### src/rtl/synth_cmd_decoder.sv
module synth_cmd_decoder #(
  parameter int          W            = 32,
  parameter logic [31:0] MAX_CHAN     = 32'd255,
  parameter logic [31:0] REF_DIV_INIT = 32'd20
) (
  input  logic         clk,
  input  logic         rst_n,
  input  logic         spi_cs_n,
  input  logic         spi_sck,
  input  logic         spi_mosi,
  output logic [W-1:0] act_val,
  output logic [1:0]   act_mode,
  output logic [W-1:0] stb_val,
  output logic [1:0]   stb_mode,
  output logic [W-1:0] ref_div,
  output logic         nv_ref_req,
  output logic         upd_stb,
  output logic         bad_cmd
);
  localparam int NB    = W / 8;
  localparam int NH    = W / 4;
  localparam int CW    = $clog2(2 * NB + 2) + 1;
  localparam logic [CW-1:0] LEN_BIN = CW'(NB + 1);
  localparam logic [CW-1:0] LEN_HEX = CW'(NH + 1);
  localparam logic [CW-1:0] LEN_DUP = CW'(2 * NB + 1);
  localparam logic [CW-1:0] NB_C    = CW'(NB);
  localparam logic [1:0] MODE_CHAN = 2'd0, MODE_RATIO = 2'd1, MODE_KHZ = 2'd2, MODE_MHZ = 2'd3;

  logic [2:0] cs_q, sck_q;
  logic [1:0] mosi_q;
  logic [2:0] bit_cnt;
  logic [6:0] sh;
  logic [CW-1:0] byte_cnt;
  logic [7:0] cmd;
  logic [W-1:0] data;
  logic err, got_bits;

  wire cs_fall  = ~cs_q[1] & cs_q[2];
  wire cs_rise  = cs_q[1] & ~cs_q[2];
  wire sel      = ~cs_q[1];
  wire sck_rise = sck_q[1] & ~sck_q[2] & sel;
  wire [7:0] byte_in = {sh, mosi_q[1]};
  wire byte_done = sck_rise && (bit_cnt == 3'd7);

  function automatic logic [CW-1:0] frame_len(input logic [7:0] c);
    case (c)
      8'h43, 8'h63, 8'h44, 8'h64, 8'h52: frame_len = LEN_BIN;
      8'h4B, 8'h6B, 8'h4D, 8'h6D:        frame_len = LEN_HEX;
      8'h72:                             frame_len = LEN_DUP;
      8'h53:                             frame_len = CW'(1);
      default:                           frame_len = '0;
    endcase
  endfunction

  function automatic logic is_hex_cmd(input logic [7:0] c);
    is_hex_cmd = (c == 8'h4B) || (c == 8'h6B) || (c == 8'h4D) || (c == 8'h6D);
  endfunction

  wire hex_digit = (byte_in >= 8'h30 && byte_in <= 8'h39);
  wire hex_alpha = (byte_in >= 8'h41 && byte_in <= 8'h46);
  wire [3:0] nibble = hex_alpha ? byte_in[3:0] + 4'd9 : byte_in[3:0];

  logic [CW-1:0] slot;
  always_comb slot = (byte_cnt > NB_C) ? byte_cnt - NB_C - CW'(1) : byte_cnt - CW'(1);

  wire frame_ok = got_bits && !err && (bit_cnt == 3'd0) && (frame_len(cmd) != '0)
                  && (byte_cnt == frame_len(cmd));

  always_ff @(posedge clk or negedge rst_n) begin
    if (!rst_n) begin
      cs_q <= 3'b111; sck_q <= '0; mosi_q <= '0;
    end else begin
      cs_q   <= {cs_q[1:0], spi_cs_n};
      sck_q  <= {sck_q[1:0], spi_sck};
      mosi_q <= {mosi_q[0], spi_mosi};
    end
  end

  always_ff @(posedge clk or negedge rst_n) begin
    if (!rst_n) begin
      bit_cnt <= '0; sh <= '0; byte_cnt <= '0; cmd <= '0;
      data <= '0; err <= 1'b0; got_bits <= 1'b0;
    end else if (cs_fall) begin
      bit_cnt <= '0; byte_cnt <= '0; data <= '0; err <= 1'b0; got_bits <= 1'b0; cmd <= '0;
    end else if (sck_rise) begin
      got_bits <= 1'b1;
      bit_cnt  <= bit_cnt + 3'd1;
      sh       <= byte_in[6:0];
      if (byte_done) begin
        if (byte_cnt != '1) byte_cnt <= byte_cnt + CW'(1);
        if (byte_cnt == '0) begin
          cmd <= byte_in;
          if (frame_len(byte_in) == '0) err <= 1'b1;
        end else if (byte_cnt >= frame_len(cmd)) begin
          err <= 1'b1;
        end else if (is_hex_cmd(cmd)) begin
          if (!(hex_digit || hex_alpha)) err <= 1'b1;
          else data <= {data[W-5:0], nibble};
        end else if (byte_cnt > NB_C) begin
          if (data[8*slot +: 8] != byte_in) err <= 1'b1;
        end else begin
          data[8*slot +: 8] <= byte_in;
        end
      end
    end
  end

  always_ff @(posedge clk or negedge rst_n) begin
    if (!rst_n) begin
      act_val <= '0;                act_mode <= MODE_CHAN;
      stb_val <= W'(MAX_CHAN);      stb_mode <= MODE_CHAN;
      ref_div <= W'(REF_DIV_INIT);  nv_ref_req <= 1'b0;
      upd_stb <= 1'b0;              bad_cmd <= 1'b0;
    end else begin
      upd_stb <= cs_rise && frame_ok;
      bad_cmd <= cs_rise && got_bits && !frame_ok;
      if (cs_rise && frame_ok) begin
        case (cmd)
          8'h43: begin act_val <= data; act_mode <= MODE_CHAN;  end
          8'h63: begin stb_val <= data; stb_mode <= MODE_CHAN;  end
          8'h44: begin act_val <= data; act_mode <= MODE_RATIO; end
          8'h64: begin stb_val <= data; stb_mode <= MODE_RATIO; end
          8'h4B: begin act_val <= data; act_mode <= MODE_KHZ;   end
          8'h6B: begin stb_val <= data; stb_mode <= MODE_KHZ;   end
          8'h4D: begin act_val <= data; act_mode <= MODE_MHZ;   end
          8'h6D: begin stb_val <= data; stb_mode <= MODE_MHZ;   end
          8'h52: ref_div <= data;
          8'h72: begin ref_div <= data; nv_ref_req <= 1'b1; end
          8'h53: begin
            act_val <= stb_val; act_mode <= stb_mode;
            stb_val <= act_val; stb_mode <= act_mode;
          end
          default: ;
        endcase
      end
    end
  end
endmodule

### config.mk
export PLATFORM = sky130hd
export DESIGN_NAME = synth_cmd_decoder
export DESIGN_NICKNAME = d
export VERILOG_FILES = /design/src/rtl/synth_cmd_decoder.sv
export SDC_FILE = /design/constraint.sdc
export NUM_CORES = 1
export LEC_CHECK = 0
export BUFFER_PORTS_ARGS = -buffer_cell sky130_fd_sc_hd__buf_2
export CAP_MARGIN = 20
export CELL_PAD_IN_SITES_DETAIL_PLACEMENT = 0
export CELL_PAD_IN_SITES_GLOBAL_PLACEMENT = 1
export CORE_ASPECT_RATIO = 1.1
export CORE_MARGIN = 3
export CORE_UTILIZATION = 28
export CTS_BUF_LIST = sky130_fd_sc_hd__clkbuf_8
export CTS_CLUSTER_DIAMETER = 120
export DETAILED_ROUTE_END_ITERATION = 16
export GPL_ROUTABILITY_DRIVEN = 1
export GPL_TIMING_DRIVEN = 0
export PLACE_DENSITY = 0.62
export RECOVER_POWER = 100
export SLEW_MARGIN = 25
export SYNTH_ARGS = -nofsm -noshare
export SYNTH_HDL_FRONTEND = slang
export SYNTH_SLANG_ARGS = --single-unit
### constraint.sdc
create_clock -name clk -period 10.52 [get_ports clk]
set_input_delay 2.63 -clock clk [delete_from_list [all_inputs] [get_ports clk]]
set_output_delay 2.63 -clock clk [all_outputs]
set_load 0.005 [all_outputs]
==> summary.md, run 1 <==
| Metric | Value |
|---|---|
| Layout cells sized above 1 | 26.5% |
| Final Hold Fails | 0 |
| Final worst-path cycle share | 62.3% |
| Cell count after placement | 1291 |
| CTS tree | yes |
| Met1 track demand over resource | 20.5% |
| Final setup viols | 0 |
| Flops & latches, synth | 168 |
| Starting density of the core | 28.7% |
| Antenna viol nets, final | 0 |
| MaxCap Viol Count | 2 |
| Synthesized area | 8830 um2 |
| Sw Share | 28.7% |
| Combinational power share | 10.3% |
| Post-synth EDFFs | 0 |
| Final antenna diode count | 0 |
| Yosys top cell by area | dfrtp_1 |
| Layout Skew | 0.0153 ns |
| Clk Tree Root Cell | clkbuf_8 |
| Initial antenna violation count | 0 |
| CTS sink count | 168 |
| Worst Setup Start Kind | flip-flop |
| Commonest cells in the netlist | 155 x dfrtp_1, 118 x mux2_2, 101 x nand2_1, 56 x o21ai_0, 43 x mux2i_1 |
| Synth area leaders | dfrtp_1 44%, mux2_2 15%, mux2i_1 4.9% |
| Dpl hpwl | 18.8 mm |
| CTS clk-pin slew, worst paths | 0.10 ns |
| Maximum fanout along the worst path | 10 |
| Final Non-Filler Cells | 1323 |
| IO Pins | 108 |
| # nets final | 918 |
| Global route overflow | 0 |
| Max-slew violations | 35 |
| Power per cell area | 123 nW/um2 |
| GPL Wtd Cong | 0.824 |
| Post-synthesis cell type count | 76 |
| Setup crit end kind | flip-flop |
| Share of power burned in registers | 52.9% |
| Initial drt markers | 457 |
| Routed wire length | 26.1 mm |
| Core Region | 30800 um2 |
| Top FF cell, synth | dfrtp_1 |
| Port Buf Inserts | 107 |
| Leakage | 0.00456 uW |
| Syn Inst Count | 768 |
| Avg WL per Cell | 19.8 um |
| Rel. slew slack | -64.8% |
| WHS | 0.359 ns |
| Mean Syn Cell Area | 11.5 um2 |
| RSZ-0062 raised after global routing | no |
| PostCTS Resize Cnt | 0 |
| Vias in the first global route | 6577 |
| Overall power | 1260 uW |
| Via count | 6541 |
| DRC viols | 0 |
| Die area | 33700 um2 |
| Inserted Clock Buffers | 17 |
| Yosys Warn Count | 0 |
| Layer with the highest usage | met2 |
| Die Ht | 192 um |
| Clock share of power | 36.9% |
| Area Overhead vs Synth | 15.2% |
| Met2 GRT Util | 26.5% |
| DR pass1 iterations | 5 |
| Setup repair bufs after CTS | 0 |
| Setup TNS | 0 ns |
| Clk_lat worst skew | 0.47 ns |
| Final Util | 33.1% |
| First-pass GRT wire length | 40.6 mm |
| Failing checks | capacitance limit, slew limit |
| Die extent in x | 175 um |
| Crit path kind | flip-flop to flip-flop |
| Worst slew pin tran | 2.41 ns |
| Pin count of the biggest net entering global routing | 74 |
| Psw | 361 uW |
| Min Tclk post-route | 6.56 ns |
| Crit path DAT | 6.97 ns |
| Total GRT Usage | 15.6% |
| Most frequent cell after synthesis | dfrtp_1 |
| Longest Clk Path Bufs | 2 |
| Fmax | 0.152 GHz |
| Status | finished with violations |
| Worst Hold Class | flip-flop to flip-flop |
| Synth top area share | 43.9% |
| Met3 Use GR | 2.85% |
| Seq/Total Area, Yosys | 47.8% |
| Share of flip-flops with an asynchronous set or reset | 100% |
| Critical Path RT | 10.93 ns |
| Num rows | 67 |
| Via density | 4.94 |
| Cts hold-fix bufs | 0 |
| Cell-internal power | 895 uW |
| VDD IR max | 0.0658 mV |
| H-tree levels | 4 |
| Syn nets | 790 |
-- through the flow --
stage                     instance area (um2)  setup slack [ns]
after global placement                   9890              3.91
after detailed placement                 9970              6.34
after floorplan                          8830              6.96
final                                   10200              3.96
after global routing                    10200              3.48
after CTS                               10300              6.30
-- cell type report --
cell class	count	area, um2
clock inverter	15	145
tap	414	518
sequential	168	4220
inverter	13	48.8
fill	3208	20600
multi-input combinational	540	4220
clock buffer	17	234
timing repair buffer	109	512
buffer	47	285
-- per-layer routing --
| layer | wire, um | share of wire (%) | vias to the layer above |
|---|---|---|---|
| met5 | 0 | 0 | - |
| met1 | 11900 | 45 | 3348 |
| li1 | - | - | 3026 |
| met3 | 1150 | 4.4 | 20 |
| met4 | 404 | 1.5 | 0 |
| met2 | 12700 | 49 | 147 |
-- flip-flops by register name (all words and copies together), names as in the netlist, 2 cells and up --
name      cells
stb_mode      2
ref_div      32
cs_q          3
cmd           8
byte_cnt      5
act_mode      2
act_val      32
stb_val      32
sck_q         3
data         32
sh            7
mosi_q        2
bit_cnt       3
-- placed cells by master (no fill, tap or decap), drive strengths merged, types with 4 or more instances in the layout --
| master | n |
|---|---|
| nor3 | 6 |
| nor4 | 4 |
| nor2b | 6 |
| o31ai | 6 |
| o21ai | 59 |
| dfrtp | 155 |
| and2 | 5 |
| a22oi | 5 |
| a32o | 8 |
| a22o | 8 |
| clkinv | 5 |
| mux2 | 118 |
| nand4 | 8 |
| xnor2 | 14 |
| nand2b | 4 |
| clkbuf | 113 |
| xor2 | 4 |
| nor3b | 4 |
| a21oi | 16 |
| buf | 59 |
| nand3 | 20 |
| ha | 17 |
| dfstp | 13 |
| mux2i | 43 |
| nand2 | 102 |
| nor2 | 19 |
| inv | 20 |
| a21o | 9 |
| mux4 | 8 |
| a31oi | 4 |
-- power by group through the flow --
stage               logic [uW]  registers [uW]  clock network, uW
floorplan                 78.9             675                  0
global placement           128             677                  0
detailed placement         130             677                  0
CTS                        131             665                478
global route               140             667                508
finish                     129             664                463
-- worst max-delay path, cell delays in order (launching register included) --
cell       delay (ns)
dfrtp_1          0.46
nor3b_1          0.87
and3_1           0.40
clkbuf_1         0.48
a21oi_1          0.13
ha_1             0.32
a211o_2          0.31
a2111oi_0        1.92
nand2_1          0.28
nor3_1           0.98
a22o_1           0.25
a21o_1           0.09
-- logic make-up (layout without fill, tap and decap cells) --
family / Yosys count / after routing / share of synthesized area (%)
compound gates: 142 / 142 / 11.3
simple gates: 194 / 194 / 10.9
mux: 169 / 169 / 22.0
buf+inv: 60 / 201 / 3.89
fa+ha+maj: 17 / 17 / 2.41
flops: 168 / 168 / 47.8
xor+xnor: 18 / 18 / 1.78
-- path summary, 6_finish.rpt --
kind / end / slack [ns] / depth (start not counted) / start
min: sck_q[1]$_DFF_PN0_ / 0.36 / 0 / sck_q[0]$_DFF_PN0_
min in group asynchronous: act_val[17]$_DFFE_PN0P_ / 2.65 / 1 / rst_n
min reg2reg: sck_q[1]$_DFF_PN0_ / 0.36 / 0 / sck_q[0]$_DFF_PN0_
max: data[18]$_DFFE_PN0P_ / 3.96 / 11 / cmd[4]$_DFFE_PN0P_
max reg2reg: data[18]$_DFFE_PN0P_ / 3.96 / 11 / cmd[4]$_DFFE_PN0P_
max in group asynchronous: cs_q[0]$_DFF_PN1_ / 6.69 / 2 / rst_n
(Power assumes the default switching activity.)
==> run 2: changes to the inputs <==
--- a/config.mk
+++ b/config.mk
@@ -17,7 +17,7 @@
 export DETAILED_ROUTE_END_ITERATION = 16
 export GPL_ROUTABILITY_DRIVEN = 1
 export GPL_TIMING_DRIVEN = 0
-export PLACE_DENSITY = 0.62
+export PLACE_DENSITY = 0.63
 export RECOVER_POWER = 100
 export SLEW_MARGIN = 25
 export SYNTH_ARGS = -nofsm -noshare
==> constraint.sdc (replaced) <==
create_clock -name clk -period 5.3 [get_ports clk]
set_input_delay 1.325 -clock clk [delete_from_list [all_inputs] [get_ports clk]]
set_output_delay 1.325 -clock clk [all_outputs]
set_load 0.005 [all_outputs]
==> run 2 against run 1 <==
Compared with the run above:
- wire length about the same
- first-iteration DRC count decreased by 11%
- the flow still finishes with violations (capacitance limit, slew limit)
- worst hold slack worse by 0.0019 ns
- critical path depth is the same
- critical endpoint is now act_val[23]$_DFFE_PN0P_
- sequential share of layout area about the same
- register-to-register slack worse by 3.4 ns
- sequential power up 99%
- largest cell class is now multi-input combinational cells
- setup slack got worse by 3.4 ns
- die area stayed put
==> summary.md, run 2 (synthesis gave the netlist of run 1 again) <==
| Metric | Value |
|---|---|
| First-pass GRT wire length | 40.8 mm (was 40.6 mm) |
| Hold_sp | sck_q[0]$_DFF_PN0_ (unchanged) |
| Via density | 4.97 (was 4.94) |
| Total GRT Usage | 15.8% (was 15.6%) |
| Crit path kind | flip-flop to flip-flop (unchanged) |
| Max-slew violations | 108 (was 35) |
| Setup crit end kind | flip-flop (unchanged) |
| R2r startpoint | cmd[4]$_DFFE_PN0P_ (unchanged) |
| Routed wire length | 26.1 mm (about the same) |
| Worst Hold Class | flip-flop to flip-flop (unchanged) |
| VDD IR max | 0.137 mV (was 0.0658 mV) |
| Layout cells sized above 1 | 26.5% (unchanged) |
| Die area | 33700 um2 (unchanged) |
| Most frequent cells in the layout | 155 x dfrtp_1, 118 x mux2_2, 102 x nand2_1, 89 x clkbuf_1, 59 x o21ai_0 (was 155 x dfrtp_1, 118 x mux2_2, 101 x nand2_1, 88 x clkbuf_1, 59 x o21ai_0) |
| Setup repair bufs after CTS | 0 (unchanged) |
| Power per cell area | 244 nW/um2 (was 123 nW/um2) |
| Initial antenna violation count | 0 (unchanged) |
| RSZ-0062 raised after global routing | no (unchanged) |
| Die Ht | 192 um (unchanged) |
| Final setup viols | 0 (unchanged) |
| Final Non-Filler Cells | 1323 (unchanged) |
| Clk Tree Root Cell | clkbuf_8 (unchanged) |
| Most common cell after layout, fill and taps aside | dfrtp_1 (unchanged) |
| Status | finished with violations (unchanged) |
| Global route overflow | 0 (unchanged) |
| Starting density of the core | 28.7% (unchanged) |
| Dpl hpwl | 18.9 mm (was 18.8 mm) |
| GPL Wtd Cong | 0.841 (was 0.824) |
| Final Hold Fails | 0 (unchanged) |
| Highest-delay cell along the critical path | nor3b_1 (was a2111oi_0) |
| Pin count of the biggest net entering global routing | 75 (was 74) |
| Port Buf Inserts | 107 (unchanged) |
| DRC viols | 0 (unchanged) |
| Crit path largest cell delay | 0.86 ns (was 1.92 ns) |
| Clk_lat worst skew | 0.49 ns (was 0.47 ns) |
| Crit path cell chain | nor3b_1 -> and3_1 -> buf_2 -> a21oi_1 -> ha_1 -> and3b_1 -> and4_1 -> o21a_1 -> nand4_1 -> clkbuf_1 -> mux2_2 (was nor3b_1 -> and3_1 -> clkbuf_1 -> a21oi_1 -> ha_1 -> a211o_2 -> a2111oi_0 -> nand2_1 -> nor3_1 -> a22o_1 -> a21o_1) |
| Maximum fanout along the worst path | 10 (unchanged) |
| Cts hold-fix bufs | 0 (unchanged) |
| Finished layout cell area | 10200 um2 (about the same) |
| WHS | 0.357 ns (was 0.359 ns) |
| Rel. slew slack | -19.9% (was -64.8%) |
| DR pass1 iterations | 5 (unchanged) |
| Cell Area, Placed | 9970 um2 (unchanged) |
| Num rows | 67 (unchanged) |
| Leakage | 0.00454 uW (was 0.00456 uW) |
| Sequential cell area | 4220 um2 (unchanged) |
| FF-to-FF path depth | 11 (unchanged) |
| Vias in the first global route | 6652 (was 6577) |
| Core Region | 30800 um2 (unchanged) |
| FF-to-FF End | act_val[23]$_DFFE_PN0P_ (was data[18]$_DFFE_PN0P_) |
| Failing checks | capacitance limit, slew limit (unchanged) |
| Multi-input logic area | 4240 um2 (was 4220 um2) |
| Critical Path RT | 5.67 ns (was 10.93 ns) |
| H-tree levels | 4 (unchanged) |
| Layout Skew | 0.0127 ns (was 0.0153 ns) |
| Reg2Reg Setup Slack | 0.59 ns (was 3.96 ns) |
| PostCTS Resize Cnt | 0 (unchanged) |
| Initial drt markers | 409 (was 457) |
| Final worst-path cycle share | 88.9% (was 62.3%) |
| Avg WL per Cell | 19.8 um (about the same) |
| Longest Clk Path Bufs | 2 (unchanged) |
| IO Pins | 108 (unchanged) |
| Hold path cells | 0 (unchanged) |
| Final Util | 33.1% (about the same) |
| Crit-path leading delay family | simple AND/OR/NAND/NOR gates (was compound AO/OA/AOI/OAI gates) |
| Worst Setup Start Kind | flip-flop (unchanged) |
| Hold EP | sck_q[1]$_DFF_PN0_ (unchanged) |
| CTS clk-pin slew, worst paths | 0.10 ns (about the same) |
| Area Overhead vs Synth | 15.3% (was 15.2%) |
| Worst path bufs/invs | 2 (was 1) |
| MaxCap Viol Count | 3 (was 2) |
| Antenna viol nets, final | 0 (unchanged) |
| CTS tree | yes (unchanged) |
| Crit path DAT | 5.08 ns (was 6.97 ns) |
| Filler cell count | 3184 (was 3208) |
| Worst slew pin tran | 1.80 ns (was 2.41 ns) |
| # nets final | 918 (unchanged) |
| Final antenna diode count | 0 (unchanged) |
| Via count | 6581 (was 6541) |
| Cell count after placement | 1291 (unchanged) |
| Fmax | 0.212 GHz (was 0.152 GHz) |
| Die extent in x | 175 um (unchanged) |
| CTS sink count | 168 (unchanged) |
| Inserted Clock Buffers | 17 (unchanged) |
| Min Tclk post-route | 4.71 ns (was 6.56 ns) |
run 2: power breakdown:
part	leakage, uW	switching [uW]	internal [uW]
sequential	0.00228	17.4	1300
clock	0.000190	567	351
combinational	0.00207	164	90.6
total	0.00454	748	1740
run 2: layout make-up:
type / count / area share [%]
buffer: 47 / 2.82
sequential: 168 / 41.4
multi-input combinational: 540 / 41.7
clock inverter: 15 / 1.49
inverter: 13 / 0.479
clock buffer: 17 / 2.30
timing repair buffer: 109 / 4.76
tap: 414 / 5.08
run 2: worst max path at each step:
stage	from	to	slack, ns	cells after the start
3_3_place_gp	rst_n	ref_div[26]$_DFFE_PN0P_	-0.02	1
2_1_floorplan	byte_cnt[0]$_DFFE_PN0P_	data[24]$_DFFE_PN0P_	1.74	15
6_report	cmd[4]$_DFFE_PN0P_	act_val[23]$_DFFE_PN0P_	0.59	11
4_1_cts	cmd[4]$_DFFE_PN0P_	stb_val[2]$_DFFE_PN1P_	0.88	12
3_5_place_dp	cmd[4]$_DFFE_PN0P_	stb_val[2]$_DFFE_PN1P_	0.96	12
5_1_grt	cmd[4]$_DFFE_PN0P_	stb_mode[0]$_DFFE_PN0P_	0.33	12
run 2: metrics by stage:
| step | setup WS (ns) | total power, uW | setup TNS, ns |
|---|---|---|---|
| CTS | 0.877 | 2530 | 0 |
| global placement | -0.0198 | 1600 | -1.37 |
| floorplan | 1.74 | 1500 | 0 |
| global route | 0.335 | 2610 | 0 |
| finish | 0.588 | 2490 | 0 |
| detailed placement | 0.959 | 1600 | 0 |
run 2: per-layer routing:
layer  GRT usage, %  part of all wire, %  vias to the layer above
met1           21.1                   45                     3390
met5              0                    0                        -
li1               -                    -                     3039
met4           3.96                  1.2                        0
met3           2.83                  3.9                       20
met2           26.5                   50                      132
==> run 3: changes to the inputs <==
==> constraint.sdc (replaced) <==
create_clock -name clk -period 4 [get_ports clk]
set_input_delay 1 -clock clk [delete_from_list [all_inputs] [get_ports clk]]
set_output_delay 1 -clock clk [all_outputs]
set_load 0.005 [all_outputs]
==> run 3 against run 2 <==
Compared with the run above:
- the run still ends with capacitance limit, slew limit left
- first-iteration DRC count is 4.6% higher
- cell count up 0.68%
- register-to-register slack lost 0.37 ns
- sequential cell count is the same
- critical path depth unchanged
- core utilization up 0.60 points
- sequential power up 33%
- largest cell class unchanged
- highest routed layer unchanged
==> summary.md, run 3 (synthesis gave the netlist of run 1 again) <==
| Metric | Value |
|---|---|
| Share of power burned in registers | 52.9% (about the same) |
| Area Overhead vs Synth | 17.4% (was 15.3%) |
| Min Tclk post-route | 3.79 ns (was 4.71 ns) |
| Worst Setup Start Kind | flip-flop (unchanged) |
| Worst path bufs/invs | 2 (unchanged) |
| Most frequent cells in the layout | 155 x dfrtp_1, 118 x mux2_2, 100 x nand2_1, 80 x clkbuf_1 (was 155 x dfrtp_1, 118 x mux2_2, 102 x nand2_1, 89 x clkbuf_1, 59 x o21ai_0) |
| Cts hold-fix bufs | 0 (unchanged) |
| Port Buf Inserts | 107 (unchanged) |
| Pre-CTS setup slack | -0.341 ns (was 0.959 ns) |
| Initial antenna violation count | 0 (unchanged) |
| Final setup viols | 0 (unchanged) |
| Worst slew pin tran | 1.97 ns (was 1.80 ns) |
| Max-slew violations | 31 (was 108) |
| H-tree levels | 4 (unchanged) |
| Antenna viol nets, final | 0 (unchanged) |
| Maximum fanout along the worst path | 10 (unchanged) |
| Cell-internal power | 2310 uW (was 1740 uW) |
| # nets final | 927 (was 918) |
| Die extent in x | 175 um (unchanged) |
| Avg WL per Cell | 19.7 um (was 19.8 um) |
| Dpl hpwl | 18.9 mm (unchanged) |
| Layout cells sized above 1 | 29.4% (was 26.5%) |
| Setup crit end kind | flip-flop (unchanged) |
| Die area | 33700 um2 (unchanged) |
| Final Hold Fails | 0 (unchanged) |
| Pin count of the biggest net entering global routing | 75 (unchanged) |
| Core Region | 30800 um2 (unchanged) |
| Starting density of the core | 28.7% (unchanged) |
| WL met2 | 13.0 mm (about the same) |
| Status | finished with violations (unchanged) |
| Die Ht | 192 um (unchanged) |
| Sw Share | 30.0% (about the same) |
| IO Pins | 108 (unchanged) |
| Highest-delay cell along the critical path | dfrtp_1 (was nor3b_1) |
| Clock share of power | 36.7% (was 36.8%) |
| Total GRT Usage | 15.8% (about the same) |
| Crit-path leading delay family | simple AND/OR/NAND/NOR gates (unchanged) |
| Fin worst setup slack | 0.214 ns (was 0.588 ns) |
| Routed wire length | 26.3 mm (was 26.1 mm) |
| Failing checks | capacitance limit, slew limit (unchanged) |
| Rel. slew slack | -31.2% (was -19.9%) |
| Clk Tree Root Cell | clkbuf_8 (unchanged) |
| WL met1 | 11.9 mm (was 11.8 mm) |
| Inserted Clock Buffers | 17 (unchanged) |
| CTS clk-pin slew, worst paths | 0.10 ns (about the same) |
| Num rows | 67 (unchanged) |
| Cell Area, Placed | 9970 um2 (unchanged) |
| Global route overflow | 0 (unchanged) |
| Leakage | 0.00468 uW (was 0.00454 uW) |
| Met3 WL post-DR | 1.06 mm (was 1.01 mm) |
| DR pass1 iterations | 5 (unchanged) |
| Final Util | 33.7% (was 33.1%) |
| Top routing layer in use | met4 (unchanged) |
| CTS tree | yes (unchanged) |
| Crit path kind | flip-flop to flip-flop (unchanged) |
| Worst Hold Class | flip-flop to flip-flop (unchanged) |
| Crit path cell chain | nor3b_4 -> and3_1 -> buf_2 -> a21oi_1 -> ha_1 -> and3b_2 -> and4_1 -> o21a_1 -> nand3_2 -> buf_2 -> mux2_2 (was nor3b_1 -> and3_1 -> buf_2 -> a21oi_1 -> ha_1 -> and3b_1 -> and4_1 -> o21a_1 -> nand4_1 -> clkbuf_1 -> mux2_2) |
| Initial drt markers | 428 (was 409) |
| Via density | 4.99 (was 4.97) |
| Clk_lat worst skew | 0.49 ns (about the same) |
| Vias in the first global route | 6652 (unchanged) |
| MaxCap Viol Count | 2 (was 3) |
| Crit path largest cell delay | 0.49 ns (was 0.86 ns) |
| Fmax | 0.264 GHz (was 0.212 GHz) |
| CTS sink count | 168 (unchanged) |
| Final antenna diode count | 0 (unchanged) |
| Most common cell after layout, fill and taps aside | dfrtp_1 (unchanged) |
| Combinational power share | 10.4% (was 10.2%) |
| Finished layout cell area | 10400 um2 (was 10200 um2) |
| DRC viols | 0 (unchanged) |
| First-pass GRT wire length | 40.8 mm (about the same) |
| Final Non-Filler Cells | 1332 (was 1323) |
| Critical Path RT | 4.37 ns (was 5.67 ns) |
| Most used cell, CP | buf_2 |
| Power per cell area | 318 nW/um2 (was 244 nW/um2) |
| Final worst-path cycle share | 94.7% (was 88.9%) |
| VDD IR max | 0.183 mV (was 0.137 mV) |
| Filler cell count | 3167 (was 3184) |
| Cell count after placement | 1291 (unchanged) |
| Longest Clk Path Bufs | 2 (unchanged) |
| Psw | 991 uW (was 748 uW) |
| Layout Skew | 0.0151 ns (was 0.0127 ns) |
| GPL Wtd Cong | 0.841 (unchanged) |
| Via count | 6653 (was 6581) |
| Crit path DAT | 4.15 ns (was 5.08 ns) |
run 3: changes by cell type in the layout (fill, tap and decap cells not counted), moves of 2 or more:
cell and change:
clkbuf_4 +2, buf_2 +5, clkbuf_2 +2, buf_4 +9, clkbuf_1 -9, o21ai_0 -3, o21ai_1 +3, nand2_1 -2
nand2_2 +2
run 3: repair_timing:
action	4_1_cts	5_1_grt
buffers inserted	2	7
pin swaps	2	5
gates resized for setup	4	12
endpoints found under the setup margin	99	78
run 3: final cells by class:
cell class                 instances  area [um2]  share of cell area (%)
multi-input combinational        540        4350                    41.9
clock buffer                      17         234                    2.26
tap                              414         518                    4.99
clock inverter                    15         151                    1.46
buffer                            47         302                    2.91
inverter                          13        48.8                   0.470
sequential                       168        4220                    40.7
timing repair buffer             118         556                    5.35
run 3: power by group through the flow:
stage	Sequential (uW)	Combinational, uW	Clock, uW
floorplan	1780	207	0
global placement	1780	335	0
detailed placement	1780	343	0
CTS	1750	345	1250
global route	1750	369	1330
finish	1750	342	1210
run 3: final timing paths:
| check | end | cells after the start | start | slack, ns |
|---|---|---|---|---|
| hold reg to reg | sck_q[1]$_DFF_PN0_ | 0 | sck_q[0]$_DFF_PN0_ | 0.36 |
| max in group asynchronous | data[14]$_DFFE_PN0P_ | 3 | rst_n | 0.67 |
| setup / recovery | ref_div[23]$_DFFE_PN0P_ | 11 | cmd[4]$_DFFE_PN0P_ | 0.21 |
| setup reg to reg | ref_div[23]$_DFFE_PN0P_ | 11 | cmd[4]$_DFFE_PN0P_ | 0.21 |
| hold / removal | sck_q[1]$_DFF_PN0_ | 0 | sck_q[0]$_DFF_PN0_ | 0.36 |
| min in group asynchronous | ref_div[7]$_DFFE_PN0P_ | 1 | rst_n | 1.05 |
run 3: per-layer routing:
layer | vias up | track usage [%]
met4 | 0 | 3.96
li1 | 3056 | -
met1 | 3431 | 21.2
met5 | - | 0
met3 | 21 | 2.83
met2 | 145 | 26.5
run 3: through the flow:
| stage | total power (uW) | setup TNS (ns) | hold slack (ns) |
|---|---|---|---|
| 5_1_grt | 3450 | -0.00224 | 0.375 |
| 3_5_place_dp | 2120 | -11.54 | 0.335 |
| 3_3_place_gp | 2120 | -164.60 | 0.336 |
| 2_1_floorplan | 1980 | 0 | 0.331 |
| 6_report | 3300 | 0 | 0.357 |
| 4_1_cts | 3350 | 0 | 0.327 |
run 3: worst register-to-register path: cells and delay by family (launching register included):
family | cells | cell delay (ns)
buf+inv | 2 | 0.64
fa+ha+maj | 1 | 0.31
compound gates | 2 | 0.37
simple gates | 5 | 1.57
mux | 1 | 0.31
flops | 1 | 0.49
